## src/rtl/alc_pkg.sv

```systemverilog
package alc_pkg;
  localparam int GAIN_W = 6;

  typedef enum logic [1:0] {
    PH_DCY  = 2'd0,
    PH_HOLD = 2'd1,
    PH_ATK  = 2'd2
  } alc_phase_e;

  typedef enum logic [1:0] {
    STEP_NONE = 2'd0,
    STEP_UP   = 2'd1,
    STEP_DN   = 2'd2
  } alc_step_e;
endpackage

```

## src/rtl/alc_level_detect.sv

```systemverilog
module alc_level_detect #(
  parameter int SW       = 16,
  parameter int NZ_SHIFT = 4
) (
  input  logic          clk_i,
  input  logic          rst_ni,
  input  logic          smp_valid_i,
  input  logic [SW-1:0] smp_i,
  input  logic [3:0]    target_i,
  input  logic [2:0]    gate_thr_i,
  input  logic          zc_en_i,
  output logic          over_o,
  output logic          under_o,
  output logic          zc_ok_o,
  output logic          quiet_o
);
  logic [SW:0] smp_x, mag, tgt_lvl, nz_lvl;
  logic        sgn_q, quiet_q, above;

  assign smp_x   = {smp_i[SW-1], smp_i};
  assign mag     = smp_i[SW-1] ? (~smp_x + 1'b1) : smp_x;
  assign tgt_lvl = ({{(SW-3){1'b0}}, target_i} + (SW+1)'(1)) << (SW-5);
  assign nz_lvl  = (SW+1)'(1) << (5'(gate_thr_i) + 5'(NZ_SHIFT));
  assign above   = mag > tgt_lvl;

  assign over_o  = smp_valid_i && above;
  assign under_o = smp_valid_i && !above;
  assign zc_ok_o = !zc_en_i || (smp_i[SW-1] != sgn_q);
  assign quiet_o = quiet_q;

  always_ff @(posedge clk_i or negedge rst_ni) begin
    if (!rst_ni) begin
      sgn_q   <= 1'b0;
      quiet_q <= 1'b0;
    end else if (smp_valid_i) begin
      sgn_q   <= smp_i[SW-1];
      quiet_q <= mag < nz_lvl;
    end
  end
endmodule

```

## src/rtl/alc_timer.sv

```systemverilog
module alc_timer
  import alc_pkg::*;
#(
  parameter int ATK_BASE  = 2,
  parameter int DCY_BASE  = 4,
  parameter int HOLD_BASE = 2
) (
  input  logic       clk_i,
  input  logic       rst_ni,
  input  logic       en_i,
  input  logic       limiter_i,
  input  logic       over_i,
  input  logic       under_i,
  input  logic       tick_i,
  input  logic       gate_block_i,
  input  logic [3:0] hold_i,
  input  logic [3:0] attack_i,
  input  logic [3:0] decay_i,
  output alc_phase_e phase_o,
  output alc_step_e  req_o
);
  localparam int MAXB = (ATK_BASE > DCY_BASE) ?
                        ((ATK_BASE > HOLD_BASE) ? ATK_BASE : HOLD_BASE) :
                        ((DCY_BASE > HOLD_BASE) ? DCY_BASE : HOLD_BASE);
  localparam int CW = $clog2(MAXB + 1) + 16;

  alc_phase_e    phase_q, phase_d;
  logic [CW-1:0] cnt_q, cnt_d, cnt_inc;
  logic [CW-1:0] atk_per, dcy_per, hold_per;
  alc_step_e     req;
  logic          moved;

  // every period is a left shift of its base count
  assign atk_per  = CW'(ATK_BASE) << attack_i;
  assign dcy_per  = CW'(DCY_BASE) << decay_i;
  assign hold_per = (hold_i == 4'd0) ? '0 : (CW'(HOLD_BASE) << (hold_i - 4'd1));
  assign cnt_inc  = cnt_q + CW'(1);

  always_comb begin
    phase_d = phase_q;
    cnt_d   = cnt_q;
    req     = STEP_NONE;
    moved   = 1'b0;
    if (!en_i) begin
      phase_d = PH_DCY;
      cnt_d   = '0;
    end else begin
      if (over_i) begin
        if (phase_q != PH_ATK) begin
          phase_d = PH_ATK;
          cnt_d   = '0;
          moved   = 1'b1;
        end
        if (limiter_i) req = STEP_DN;
      end else if (under_i && phase_q == PH_ATK) begin
        phase_d = (limiter_i || hold_i == 4'd0) ? PH_DCY : PH_HOLD;
        cnt_d   = '0;
        moved   = 1'b1;
      end
      if (tick_i && !moved) begin
        case (phase_q)
          PH_ATK: begin
            if (!limiter_i) begin
              if (cnt_inc >= atk_per) begin
                req   = STEP_DN;
                cnt_d = '0;
              end else cnt_d = cnt_inc;
            end
          end
          PH_HOLD: begin
            if (cnt_inc >= hold_per) begin
              phase_d = PH_DCY;
              cnt_d   = '0;
            end else cnt_d = cnt_inc;
          end
          default: begin
            if (cnt_inc >= dcy_per) begin
              cnt_d = '0;
              if (!gate_block_i) req = STEP_UP;
            end else cnt_d = cnt_inc;
          end
        endcase
      end
    end
  end

  always_ff @(posedge clk_i or negedge rst_ni) begin
    if (!rst_ni) begin
      phase_q <= PH_DCY;
      cnt_q   <= '0;
    end else begin
      phase_q <= phase_d;
      cnt_q   <= cnt_d;
    end
  end

  assign phase_o = phase_q;
  assign req_o   = req;


  ovr_wins_chk: assert property (@(posedge clk_i) disable iff (!rst_ni)
    (en_i && over_i) |=> phase_q == PH_ATK);

  up_from_decay_chk: assert property (@(posedge clk_i) disable iff (!rst_ni)
    (req_o == STEP_UP) |-> phase_q == PH_DCY);

  lim_no_hold_chk: assert property (@(posedge clk_i) disable iff (!rst_ni)
    (en_i && limiter_i && under_i && phase_q == PH_ATK) |=> phase_q == PH_DCY);

  hold_zero_chk: assert property (@(posedge clk_i) disable iff (!rst_ni)
    (en_i && under_i && phase_q == PH_ATK && hold_i == 4'd0) |=> phase_q == PH_DCY);

  gate_block_chk: assert property (@(posedge clk_i) disable iff (!rst_ni)
    gate_block_i |-> req_o != STEP_UP);
endmodule

```

## src/rtl/alc_gain_reg.sv

```systemverilog
module alc_gain_reg
  import alc_pkg::*;
#(
  parameter int RESET_GAIN = 16
) (
  input  logic              clk_i,
  input  logic              rst_ni,
  input  logic              en_i,
  input  logic [GAIN_W-1:0] manual_gain_i,
  input  logic              smp_valid_i,
  input  logic              zc_ok_i,
  input  alc_step_e         req_i,
  input  logic [2:0]        min_code_i,
  input  logic [2:0]        max_code_i,
  output logic [GAIN_W-1:0] gain_o
);
  logic [GAIN_W-1:0] gain_q, lo, hi;
  alc_step_e         pend_q, eff;
  logic              apply;
  logic signed [7:0] nxt, clamped, lo_s, hi_s;

  assign lo    = {min_code_i, 3'b000};
  assign hi    = {max_code_i, 3'b111};
  assign lo_s  = $signed({2'b00, lo});
  assign hi_s  = $signed({2'b00, hi});
  // a fresh request replaces anything still pending
  assign eff   = (req_i != STEP_NONE) ? req_i : pend_q;
  assign apply = en_i && smp_valid_i && zc_ok_i && (eff != STEP_NONE);
  assign nxt   = $signed({2'b00, gain_q}) + ((eff == STEP_UP) ? 8'sd1 : -8'sd1);

  always_comb begin
    clamped = nxt;
    if (clamped > hi_s) clamped = hi_s;
    if (clamped < lo_s) clamped = lo_s;
  end

  always_ff @(posedge clk_i or negedge rst_ni) begin
    if (!rst_ni) begin
      gain_q <= GAIN_W'(RESET_GAIN);
      pend_q <= STEP_NONE;
    end else if (!en_i) begin
      gain_q <= manual_gain_i;
      pend_q <= STEP_NONE;
    end else if (apply) begin
      gain_q <= clamped[GAIN_W-1:0];
      pend_q <= STEP_NONE;
    end else if (req_i != STEP_NONE) begin
      pend_q <= req_i;
    end
  end

  assign gain_o = gain_q;


  sample_only_chk: assert property (@(posedge clk_i) disable iff (!rst_ni)
    ($past(en_i) && !$past(smp_valid_i)) |-> $stable(gain_q));

  one_code_chk: assert property (@(posedge clk_i) disable iff (!rst_ni)
    ($past(en_i) && $past(gain_q) >= $past(lo) && $past(gain_q) <= $past(hi)) |->
    (gain_q == $past(gain_q) || gain_q == $past(gain_q) + 6'd1 ||
     gain_q == $past(gain_q) - 6'd1));

  window_chk: assert property (@(posedge clk_i) disable iff (!rst_ni)
    ($past(apply) && $past(min_code_i <= max_code_i)) |->
    (gain_q >= $past(lo) && gain_q <= $past(hi)));

  zc_hold_chk: assert property (@(posedge clk_i) disable iff (!rst_ni)
    ($past(en_i) && !$past(zc_ok_i)) |-> $stable(gain_q));
endmodule

```

## src/rtl/alc_gain_engine.sv

```systemverilog
module alc_gain_engine
  import alc_pkg::*;
#(
  parameter int SW         = 16,
  parameter int ATK_BASE   = 2,
  parameter int DCY_BASE   = 4,
  parameter int HOLD_BASE  = 2,
  parameter int NZ_SHIFT   = 4,
  parameter int RESET_GAIN = 16
) (
  input  logic          clk_i,
  input  logic          rst_ni,
  input  logic          en_i,
  input  logic          limiter_i,
  input  logic [3:0]    target_i,
  input  logic [3:0]    hold_i,
  input  logic [3:0]    attack_i,
  input  logic [3:0]    decay_i,
  input  logic [2:0]    min_code_i,
  input  logic [2:0]    max_code_i,
  input  logic          gate_en_i,
  input  logic [2:0]    gate_thr_i,
  input  logic          zc_en_i,
  input  logic [5:0]    manual_gain_i,
  input  logic          smp_valid_i,
  input  logic [SW-1:0] smp_i,
  input  logic          tick_i,
  output logic [5:0]    gain_o,
  output logic          limit_o,
  output logic          gate_o
);
  logic        over, under, zc_ok, quiet;
  alc_phase_e  phase;
  alc_step_e   req;
  logic [5:0]  gain_q;

  alc_level_detect #(.SW(SW), .NZ_SHIFT(NZ_SHIFT)) u_det (
    .clk_i       (clk_i),
    .rst_ni      (rst_ni),
    .smp_valid_i (smp_valid_i),
    .smp_i       (smp_i),
    .target_i    (target_i),
    .gate_thr_i  (gate_thr_i),
    .zc_en_i     (zc_en_i),
    .over_o      (over),
    .under_o     (under),
    .zc_ok_o     (zc_ok),
    .quiet_o     (quiet)
  );

  alc_timer #(.ATK_BASE(ATK_BASE), .DCY_BASE(DCY_BASE), .HOLD_BASE(HOLD_BASE)) u_tmr (
    .clk_i        (clk_i),
    .rst_ni       (rst_ni),
    .en_i         (en_i),
    .limiter_i    (limiter_i),
    .over_i       (over),
    .under_i      (under),
    .tick_i       (tick_i),
    .gate_block_i (gate_en_i && quiet),
    .hold_i       (hold_i),
    .attack_i     (attack_i),
    .decay_i      (decay_i),
    .phase_o      (phase),
    .req_o        (req)
  );

  alc_gain_reg #(.RESET_GAIN(RESET_GAIN)) u_gain (
    .clk_i         (clk_i),
    .rst_ni        (rst_ni),
    .en_i          (en_i),
    .manual_gain_i (manual_gain_i),
    .smp_valid_i   (smp_valid_i),
    .zc_ok_i       (zc_ok),
    .req_i         (req),
    .min_code_i    (min_code_i),
    .max_code_i    (max_code_i),
    .gain_o        (gain_q)
  );

  assign gain_o  = en_i ? gain_q : manual_gain_i;
  assign limit_o = en_i && limiter_i && (phase == PH_ATK);
  assign gate_o  = en_i && gate_en_i && quiet;
endmodule

```

## config.mk

```make
export PLATFORM = sky130hd
export DESIGN_NAME = alc_gain_engine
export DESIGN_NICKNAME = d
export VERILOG_FILES = /design/src/rtl/alc_pkg.sv /design/src/rtl/alc_level_detect.sv /design/src/rtl/alc_timer.sv /design/src/rtl/alc_gain_reg.sv /design/src/rtl/alc_gain_engine.sv
export SDC_FILE = /design/constraint.sdc
export NUM_CORES = 1
export LEC_CHECK = 0
export BUFFER_PORTS_ARGS = -buffer_cell sky130_fd_sc_hd__buf_2
export CAP_MARGIN = 20
export CORE_MARGIN = 10
export CORE_UTILIZATION = 50
export DETAILED_ROUTE_END_ITERATION = 6
export GPL_TIMING_DRIVEN = 0
export PLACE_DENSITY_LB_ADDON = 0.3
export SYNTH_ARGS = -nofsm -noshare
export SYNTH_HDL_FRONTEND = slang
export SYNTH_SLANG_ARGS = --single-unit
```

## constraint.sdc

```tcl
create_clock -name clk_i -period 8.4 [get_ports clk_i]
set_input_delay 0.42 -clock clk_i [delete_from_list [all_inputs] [get_ports clk_i]]
set_output_delay 0.42 -clock clk_i [all_outputs]
set_load 0.02 [all_outputs]
```

Yosys cells after proc, flatten, opt, wreduce, memory -nomap -nowiden:

Index checks and enable logic that the tools add are counted.

* register bits after elaboration: 31
* input port bits: 55
* output and inout port bits: 8

* $add $sub $neg: 6
* order comparisons: 7
* eq/ne operators: 6
* shifts and indexed selects: 4
* muxes and demuxes: 42
* bitwise operators: 1
* reduce and logical (&&, ||, !) cells: 20

Operator list (count)
* 2-to-1 mux 19 bit: 10
* greater-or-equal comparator 19 bit: 3
* case mux 19 bit (2 select lines): 1
* << shifter 2 x 4 -> 19 bit, first input constant: 2
* 2-to-1 mux 2 bit: 18
* 2-to-1 mux 6 bit: 4
* adder 19 x 1 -> 19 bit, second input constant: 1
* << shifter 3 x 4 -> 19 bit, first input constant: 1
* adder 17 x 1 -> 17 bit, second input constant: 1
* > comparator 17 bit: 1
* less-than comparator 17 bit: 1
* 2-to-1 mux 17 bit: 1
* inverter 17 bit: 1
* << shifter 1 x 5 -> 17 bit, first input constant: 1
* 2-to-1 mux 8 bit: 2
* logical AND 1 bit: 12
* adder 7 x 8 -> 8 bit: 1
* > comparator 8 x 7 -> 1 bit: 1
* less-than comparator 8 x 7 -> 1 bit: 1
* adder 4 x 1 -> 5 bit, second input constant: 1
* 2-to-1 mux 1 bit: 5
* adder 3 x 3 -> 4 bit, second input constant: 1
* == test 2 x 1 -> 1 bit, second input constant: 2
* logical NOT 4 bit: 1
* 9 further kinds: 13

Longest topological paths before layout:

Gate-level depths: netlist (run 1).

* word-level depth: 25
* mapped depth: 37

By module:

From an unflattened synthesis (run 1), not the netlist that was laid out.

* cells, all modules: 699
* area, all modules: 5421.4 um2

By module, submodules not included
* alc_timer: times used 1, cells each 424, area each 3148.0 um2, seq. area each 525.5 um2
* alc_level_detect: times used 1, cells each 149, area each 1137.3 um2, seq. area each 50.0 um2
* alc_gain_reg: times used 1, cells each 116, area each 1011.0 um2, seq. area each 201.4 um2
* alc_gain_engine: times used 1, cells each 10, area each 125.1 um2, seq. area each 0.0 um2

Least setup slack after synthesis (run 1):

Ideal clock, no wire load.

* path type: input to register
* start point: input port smp_i[6]
* end point: register u_gain.gain_q[5], in the netlist u_gain.gain_o[5]
* setup time: 118 ps
* arrival: 7744 ps
* slack: 538 ps
* stages on the path: 34
* buffers on the path: 1
* cell sequence: or4_1 > buf_2 > nor4_1 > nand2_1 > o31ai_1 > xnor2_1 > ha_1 > nand4_1 > nor4_1 > nor4b_4 > mux2i_1 > nand4_1 > o21a_1 > nor3_1 > inv_1 > ha_1 > a21o_1 > a21oi_1 > o21ai_0 > xnor2_1 > ha_1 > and3_1 > a31oi_1 > nor3b_1 > nor3_1 > mux2_2 > ha_1 > o21ai_0 > nand2b_1 > nand2_1 > or4_1 > o2111a_1 > a311o_1 > a21o_1

* word-level cells in the longest chain between the ends: 25

Ends and longest elaborated chain
* start: declaration: RTL line alc_gain_engine.sv:26 `input logic [SW-1:0] smp_i,`
* inverter 17 bit: RTL line alc_level_detect.sv:21 `assign mag = smp_i[SW-1] ? (~smp_x + 1'b1) : smp_x;`
* adder 17 x 1 -> 17 bit: RTL line alc_level_detect.sv:21
* 2-to-1 mux 17 bit *: RTL line alc_level_detect.sv:21
* > comparator 17 bit *: RTL line alc_level_detect.sv:24 `assign above = mag > tgt_lvl;`
* logical NOT 1 bit: RTL line alc_level_detect.sv:27 `assign under_o = smp_valid_i && !above;`
* logical AND 1 bit: RTL line alc_level_detect.sv:27
* logical AND 1 bit: RTL line alc_timer.sv:55 `end else if (under_i && phase_q == PH_ATK) begin`
* 2-to-1 mux 1 bit: RTL line alc_timer.sv:55
* (+9 left out)
* 2-to-1 mux 8 bit: RTL line alc_gain_reg.sv:29 `assign nxt = $signed({2'b00, gain_q}) + ((eff == STEP_UP) ? 8'sd1 : -8'sd1);`
* adder 7 x 8 -> 8 bit: RTL line alc_gain_reg.sv:29
* > comparator 8 x 7 -> 1 bit: RTL line alc_gain_reg.sv:33 `if (clamped > hi_s) clamped = hi_s;`
* 2-to-1 mux 8 bit: RTL line alc_gain_reg.sv:33
* less-than comparator 8 x 7 -> 1 bit: RTL line alc_gain_reg.sv:34 `if (clamped < lo_s) clamped = lo_s;`
* 2-to-1 mux 6 bit: RTL line alc_gain_reg.sv:34
* 2-to-1 mux 6 bit: RTL line alc_gain_reg.sv:44 `end else if (apply) begin`
* 2-to-1 mux 6 bit: RTL line alc_gain_reg.sv:41 `end else if (!en_i) begin`
* end signal: assignment: RTL line alc_gain_reg.sv:39 `gain_q <= GAIN_W'(RESET_GAIN);`
* end signal: assignment: RTL line alc_gain_reg.sv:42 `gain_q <= manual_gain_i;`
* end signal: assignment: RTL line alc_gain_reg.sv:45 `gain_q <= clamped[GAIN_W-1:0];`
* end: declaration: RTL line alc_gain_reg.sv:17 `logic [GAIN_W-1:0] gain_q, lo, hi;`

Every way passes the cells marked *; elsewhere a longest branch is shown, timed or not. The select of a mux whose other input is x is not followed.
A chain may end at the register's enable or synchronous reset.

Worst setup path after layout (run 1):

Ends and elaborated chain as after synthesis.

==> results.cfg, run 1 <==
[global_routing]
grt_max_degree = 32
grt.total_usage_pct = 21.2
grt_pass1_vias = 5679
grt_pass1_wl_um = 26900
grt-ovfl-total = 0
grt_antenna_before_repair = 0

[floorplan]
ios = 63
core_mm2 = 0.0104
die_w_um = 124
dieArea_mm2 = 0.0153
initial_core_util_pct = 51.8
rows = 37
die_y_um = 124

[synth]
yosys.area.top_type_share_pct = 17.2
synth_cell_types = 81
yosys_warnings = 0
async_flop_share_pct = 100
yosysSeqAreaShare_pct = 14.4
synth-edff-count = 0
synth-seq-cells = 31
avgSynthCellArea_um2 = 7.48
syn_area_mm2 = 0.00539
synth_area_leaders = ha_1 (17%), dfrtp_1 (14%), nand2_1 (5.4%)
synth_largest_area_cell = ha_1
synth_flop_cell = dfrtp_1
synthCells = 721

[clock_network]
cts_buffer_depth = 2
htree_levels = 2
cts_sinks = 31
clk_latency_ns = 0.29
cts_tree = yes
numCtsBuffers = 5
cts-root-buf = clkbuf_8
postCtsHoldBufs = 0
cts.clk_slew.worst_paths_ns = 0.07

[timing]
tightest_slew_ns = 0.883
fmax_ghz = 0.123
tns_ns = 0
fin_skew_ns = 0.00556
relSlewSlack_pct = 41.0
fin_crit_ns = 8.10
period_share_pct = 96.4
slew_violations = 0
finalSetupViolations = 0
hold_slack_ns = 0.187
hold_viol_final = 0

[pwr]
pwr-share-comb_pct = 69.1
clkPwrFrac_pct = 12.4
seqPwrFrac_pct = 18.5
leakage_nw = 2.71
peakVddDrop_mv = 0.156
p_per_area_mw_per_mm2 = 172
netSwitchingPower_mw = 0.532
p_int_mw = 0.552
switching_share_pct = 49.1

[drt]
post-route-drc-count = 0
wl_um = 16900
met3_length_um = 1390
num_vias = 5934
drt-initial-drc-count = 510
vias_per_cell = 6.31
first_pass_iters = 5
detail_route.wl_per_cell_um = 17.9
highest_layer = met4
postRouteAntennaNets = 0
met1_length_um = 7010
wl_met2_um = 8020

[run]
maxCapViolCount = 0

[layout]
regArea_um2 = 779
drive_gt1_share_pct = 18.0
syn_to_final_growth_pct = 16.5
fin_util_pct = 60.3
n_antenna_cell = 0
multiInputGateArea_mm2 = 0.00464
fin_nets = 934
nFillCells = 960

[critical_path]
critical_path_required_ns = 8.58
timing.critical_path.mode_cell = ha_1
critPathMaxStageDelay_ns = 0.51
arrival_ns = 8.27
endpoint_kind = flip-flop
cp-start-kind = primary input
cp_max_fo = 8
setup.worst_path.class = primary input to flip-flop
crit_slowest_cell = or4_1
r2r_setup_slack_ns = 0.45

[place]
port-buffer-count = 58
routabilityCongestion = 0.931
hpwl_um = 13000

[min_path]
hp-class = primary input to asynchronous set/reset pin

[outcome]
status = complete, no violations
==> worst max-delay path, delay by kind of cell <==
kind                     cells  cell delay (ns)
AO/OA/AOI/OAI               10             1.88
XOR/XNOR                     2             0.33
adder cells (fa/ha/maj)      4             1.19
buffers and inverters        3             0.44
multiplexers                 2             0.71
AND/OR/NAND/NOR             14             3.26
==> power by group through the flow <==
stage	registers (mW)	logic (mW)	clock network (mW)
floorplan	0.192	0.486	0
global placement	0.198	0.624	0
detailed placement	0.200	0.654	0
CTS	0.198	0.673	0.136
global route	0.203	0.824	0.142
finish	0.200	0.748	0.135
==> logic make-up after synthesis <==
group,count (synthesis),synth area share (%)
flip-flops,31,14.4
adder cells (fa/ha/maj),75,17.5
XOR/XNOR,38,6.45
other,1,0.0695
buffers and inverters,57,4.11
AND/OR/NAND/NOR,293,28.6
AO/OA/AOI/OAI,219,27.5
multiplexers,7,1.39
==> per-layer routing <==
| layer | GRT usage (%) | vias up |
|---|---|---|
| met2 | 36.1 | 248 |
| met5 | 0 | - |
| met1 | 26.5 | 2796 |
| met3 | 3.98 | 41 |
| met4 | 6.33 | 0 |
| li1 | - | 2849 |
==> layout by cell type, fill, tap and decap left out, drive strengths merged, types with 9 or more instances in the layout <==
master / instances
buf: 75
xor2: 9
o21a: 22
nor3: 26
nor2b: 17
clkbuf: 28
inv: 30
nand4: 13
a21oi: 49
nand3: 38
nand2b: 10
dfrtp: 30
ha: 74
nand2: 79
a22oi: 14
o21ai: 43
a21o: 15
nor2: 49
and3: 12
a31oi: 12
xnor2: 28
==> flip-flops by register name (all words and copies together), names as in the netlist <==
name	flops
u_det.quiet_o	1
u_tmr.phase_o	2
u_gain.pend_q	2
u_gain.gain_o	6
u_det.sgn_q	1
u_tmr.cnt_q	19
==> area by class of cell <==
type                    instances  area share, %
multi-input cells             640           73.8
flip-flops and latches         31           12.4
repair buffers                 69           5.93
well taps                     136           2.71
inverters                      30           1.79
plain buffers                  27           1.75
clock buffers                   7           1.53
clock inverters                 1          0.119
==> synthesized netlist by cell type, types with 9 or more instances <==
master and n:
a21o_1 15, a21oi_1 49, a22oi_1 13, a31oi_1 12, and3_1 12, clkbuf_1 20, dfrtp_1 30, ha_1 74
inv_1 30, nand2_1 78, nand2b_1 9, nand3_1 37, nand4_1 13, nor2_1 49, nor2b_1 17, nor3_1 25
o21a_1 22, o21ai_0 42, xnor2_1 28, xor2_1 9
==> path summary, 6_finish.rpt <==
path | end | from | cells after the start
min in group clk_i | u_gain.gain_o[1] | manual_gain_i[1] | 3
worst max-delay path | u_gain.gain_o[5] | smp_i[6] | 35
max in group asynchronous | u_tmr.cnt_q[3] | rst_ni | 1
worst max register to register | u_gain.gain_o[5] | u_tmr.cnt_q[0] | 33
worst min register to register | u_det.sgn_q | u_det.sgn_q | 1
worst min-delay path | u_gain.gain_o[1] | rst_ni | 1
==> metrics by stage <==
| step | total power [mW] | worst slack, ns | instances | cell area [µm²] |
|---|---|---|---|---|
| CTS | 1.01 | 0.0387 | 931 | 6060 |
| floorplan | 0.678 | 0.538 | 728 | 5420 |
| global route | 1.17 | -0.0865 | 941 | 6280 |
| finish | 1.08 | 0.302 | 941 | 6280 |
| global placement | 0.822 | -0.633 | 922 | 5880 |
| detailed placement | 0.854 | -0.727 | 922 | 5880 |
==> what timing repair did <==
item,in CTS,in global routing
setup endpoints to repair,6,6
gates resized for setup,11,32
setup buffers,1,9
pin swaps,1,10
(Power assumes the default switching activity.)
==> run 2: changes to the inputs <==
- CORE_UTILIZATION: 50 -> 30
==> run 2 against run 1 <==
Sequential power about the same. Critical path depth down 6. Register-to-register slack gained 0.04 ns. Largest cell class unchanged. Via count decreased by 3.7%. Largest power group unchanged. First-iteration DRC count fell by 22%. Sequential cell count unchanged. Global-route usage shrank 7.6 points. Highest routed layer unchanged.
==> results.cfg, run 2 (synthesized netlist as in run 1, its figures left out) <==
[critical_path]
critPathMaxStageDelay_ns = 0.73
crit_family = compound AO/OA/AOI/OAI gates
endpoint_kind = flip-flop
r2r-start = u_tmr.cnt_q[0]
timing.critical_path.mode_cell = ha_1
r2r_setup_slack_ns = 0.49
setup.worst_path.class = flip-flop to flip-flop
critical_path_required_ns = 8.56
arrival_ns = 8.07
crit_slowest_cell = nor4_2
cp_max_fo = 10
cp.depth = 29
reg2reg_depth = 29
reg2reg_to = u_gain.gain_o[5]
cp-start-kind = flip-flop
critPathBufInv = 2

[drt]
drt-initial-drc-count = 396
wl_um = 17000
vias_per_cell = 5.57
num_vias = 5716
post-route-drc-count = 0
first_pass_iters = 5
postRouteAntennaNets = 0
detail_route.wl_per_cell_um = 16.5

[timing]
period_share_pct = 94.2
fin_skew_ns = 0.00787
hold_viol_final = 0
fmax_ghz = 0.126
worst_slack_ns = 0.490
tightest_slew_ns = 0.952
finalSetupViolations = 0
slew_violations = 0
relSlewSlack_pct = 36.3
fin_crit_ns = 7.91

[layout]
fin_nets = 930
largest_register_ff_count = 19
layout_commonest_cell = nand2_1
final_cell_mix = nand2_1 (77), ha_1 (73), buf_2 (65), nor2_1 (49), a21oi_1 (48)
drive_gt1_share_pct = 16.5
layout.cells.non_filler = 1026
syn_to_final_growth_pct = 18.0
fin_util_pct = 36.4
regMostFlops = u_tmr.cnt_q

[pwr]
power_mw = 1.08
peakVddDrop_mv = 0.123
netSwitchingPower_mw = 0.512
switching_share_pct = 47.2
clkPwrFrac_pct = 16.9
p_int_mw = 0.572
pwr-share-comb_pct = 64.7
seqPwrFrac_pct = 18.4
p_per_area_mw_per_mm2 = 170
leakage_nw = 2.70

[floorplan]
core_mm2 = 0.0175
die_y_um = 154
initial_core_util_pct = 30.9
dieArea_mm2 = 0.0237
die_w_um = 154
ios = 63
rows = 48

[global_routing]
grt_pass1_wl_um = 27400
grt.total_usage_pct = 13.6
grt_max_degree = 32
grt_antenna_before_repair = 1
grt-ovfl-total = 0
grt_pass1_vias = 5381

[clock_network]
clk_latency_ns = 0.28
cts_tree = yes
cts_buffer_depth = 2
cts-root-buf = clkbuf_16
numCtsBuffers = 5
htree_levels = 2
cts.clk_slew.worst_paths_ns = 0.05
cts_sinks = 31

[place]
port-buffer-count = 58
hpwl_um = 13300
post-place-ws_ns = -0.673
routabilityCongestion = 0.828
numPlacedInstances = 1011

[run]
maxCapViolCount = 0

[outcome]
status = complete, no violations

[min_path]
hp-class = primary input to asynchronous set/reset pin
run 2: worst max-delay path by stage:
stage | to | slack, ns | start
after CTS | u_gain.gain_o[5] | 0.07 | u_tmr.cnt_q[0]
final | u_gain.gain_o[5] | 0.49 | u_tmr.cnt_q[0]
after detailed placement | u_gain.gain_o[5] | -0.67 | u_tmr.cnt_q[0]
after floorplan | u_gain.gain_o[5] | 0.54 | smp_i[6]
after global routing | u_gain.gain_o[5] | -0.005 | smp_i[6]
after global placement | u_gain.gain_o[5] | -0.68 | u_tmr.cnt_q[0]
run 2: cell type report:
type	instances	area [µm²]
fillers	1876	11100
multi-input cells	640	4600
flip-flops and latches	31	777
repair buffers	65	340
well taps	225	282
clock buffers	6	139
inverters	30	113
plain buffers	27	110
clock inverters	1	5.00
diodes	1	2.50
run 2: per-stage QoR:
stage / hold WS, ns / setup TNS (ns) / instance area, µm²
2_1_floorplan: 0.124 / 0 / 5420
3_3_place_gp: 0.511 / -3.76 / 5990
3_5_place_dp: 0.517 / -3.47 / 5990
4_1_cts: 0.263 / 0 / 6200
5_1_grt: 0.295 / -0.00520 / 6360
6_report: 0.232 / 0 / 6360
run 2: power groups by stage:
| stage | Sequential, mW | Combinational, mW | Clock, mW |
|---|---|---|---|
| CTS | 0.197 | 0.671 | 0.186 |
| detailed placement | 0.199 | 0.655 | 0 |
| floorplan | 0.192 | 0.486 | 0 |
| global route | 0.202 | 0.786 | 0.197 |
| finish | 0.199 | 0.701 | 0.183 |
| global placement | 0.198 | 0.655 | 0 |
run 2: repair_timing:
action,in CTS,in global routing
gates resized for setup,9,26
setup endpoints to repair,6,6
hold buffers,0,0
setup buffers,1,5
pin swaps,1,7
endpoints found under the hold margin,0,0
run 2: layer usage:
metal | global-route usage, % | vias up | share of wire [%]
li1 | - | 2862 | -
met4 | 2.65 | 0 | 1.1
met3 | 2.12 | 14 | 5.8
met5 | 0 | - | 0
met1 | 18.4 | 2660 | 47
met2 | 22.1 | 180 | 46
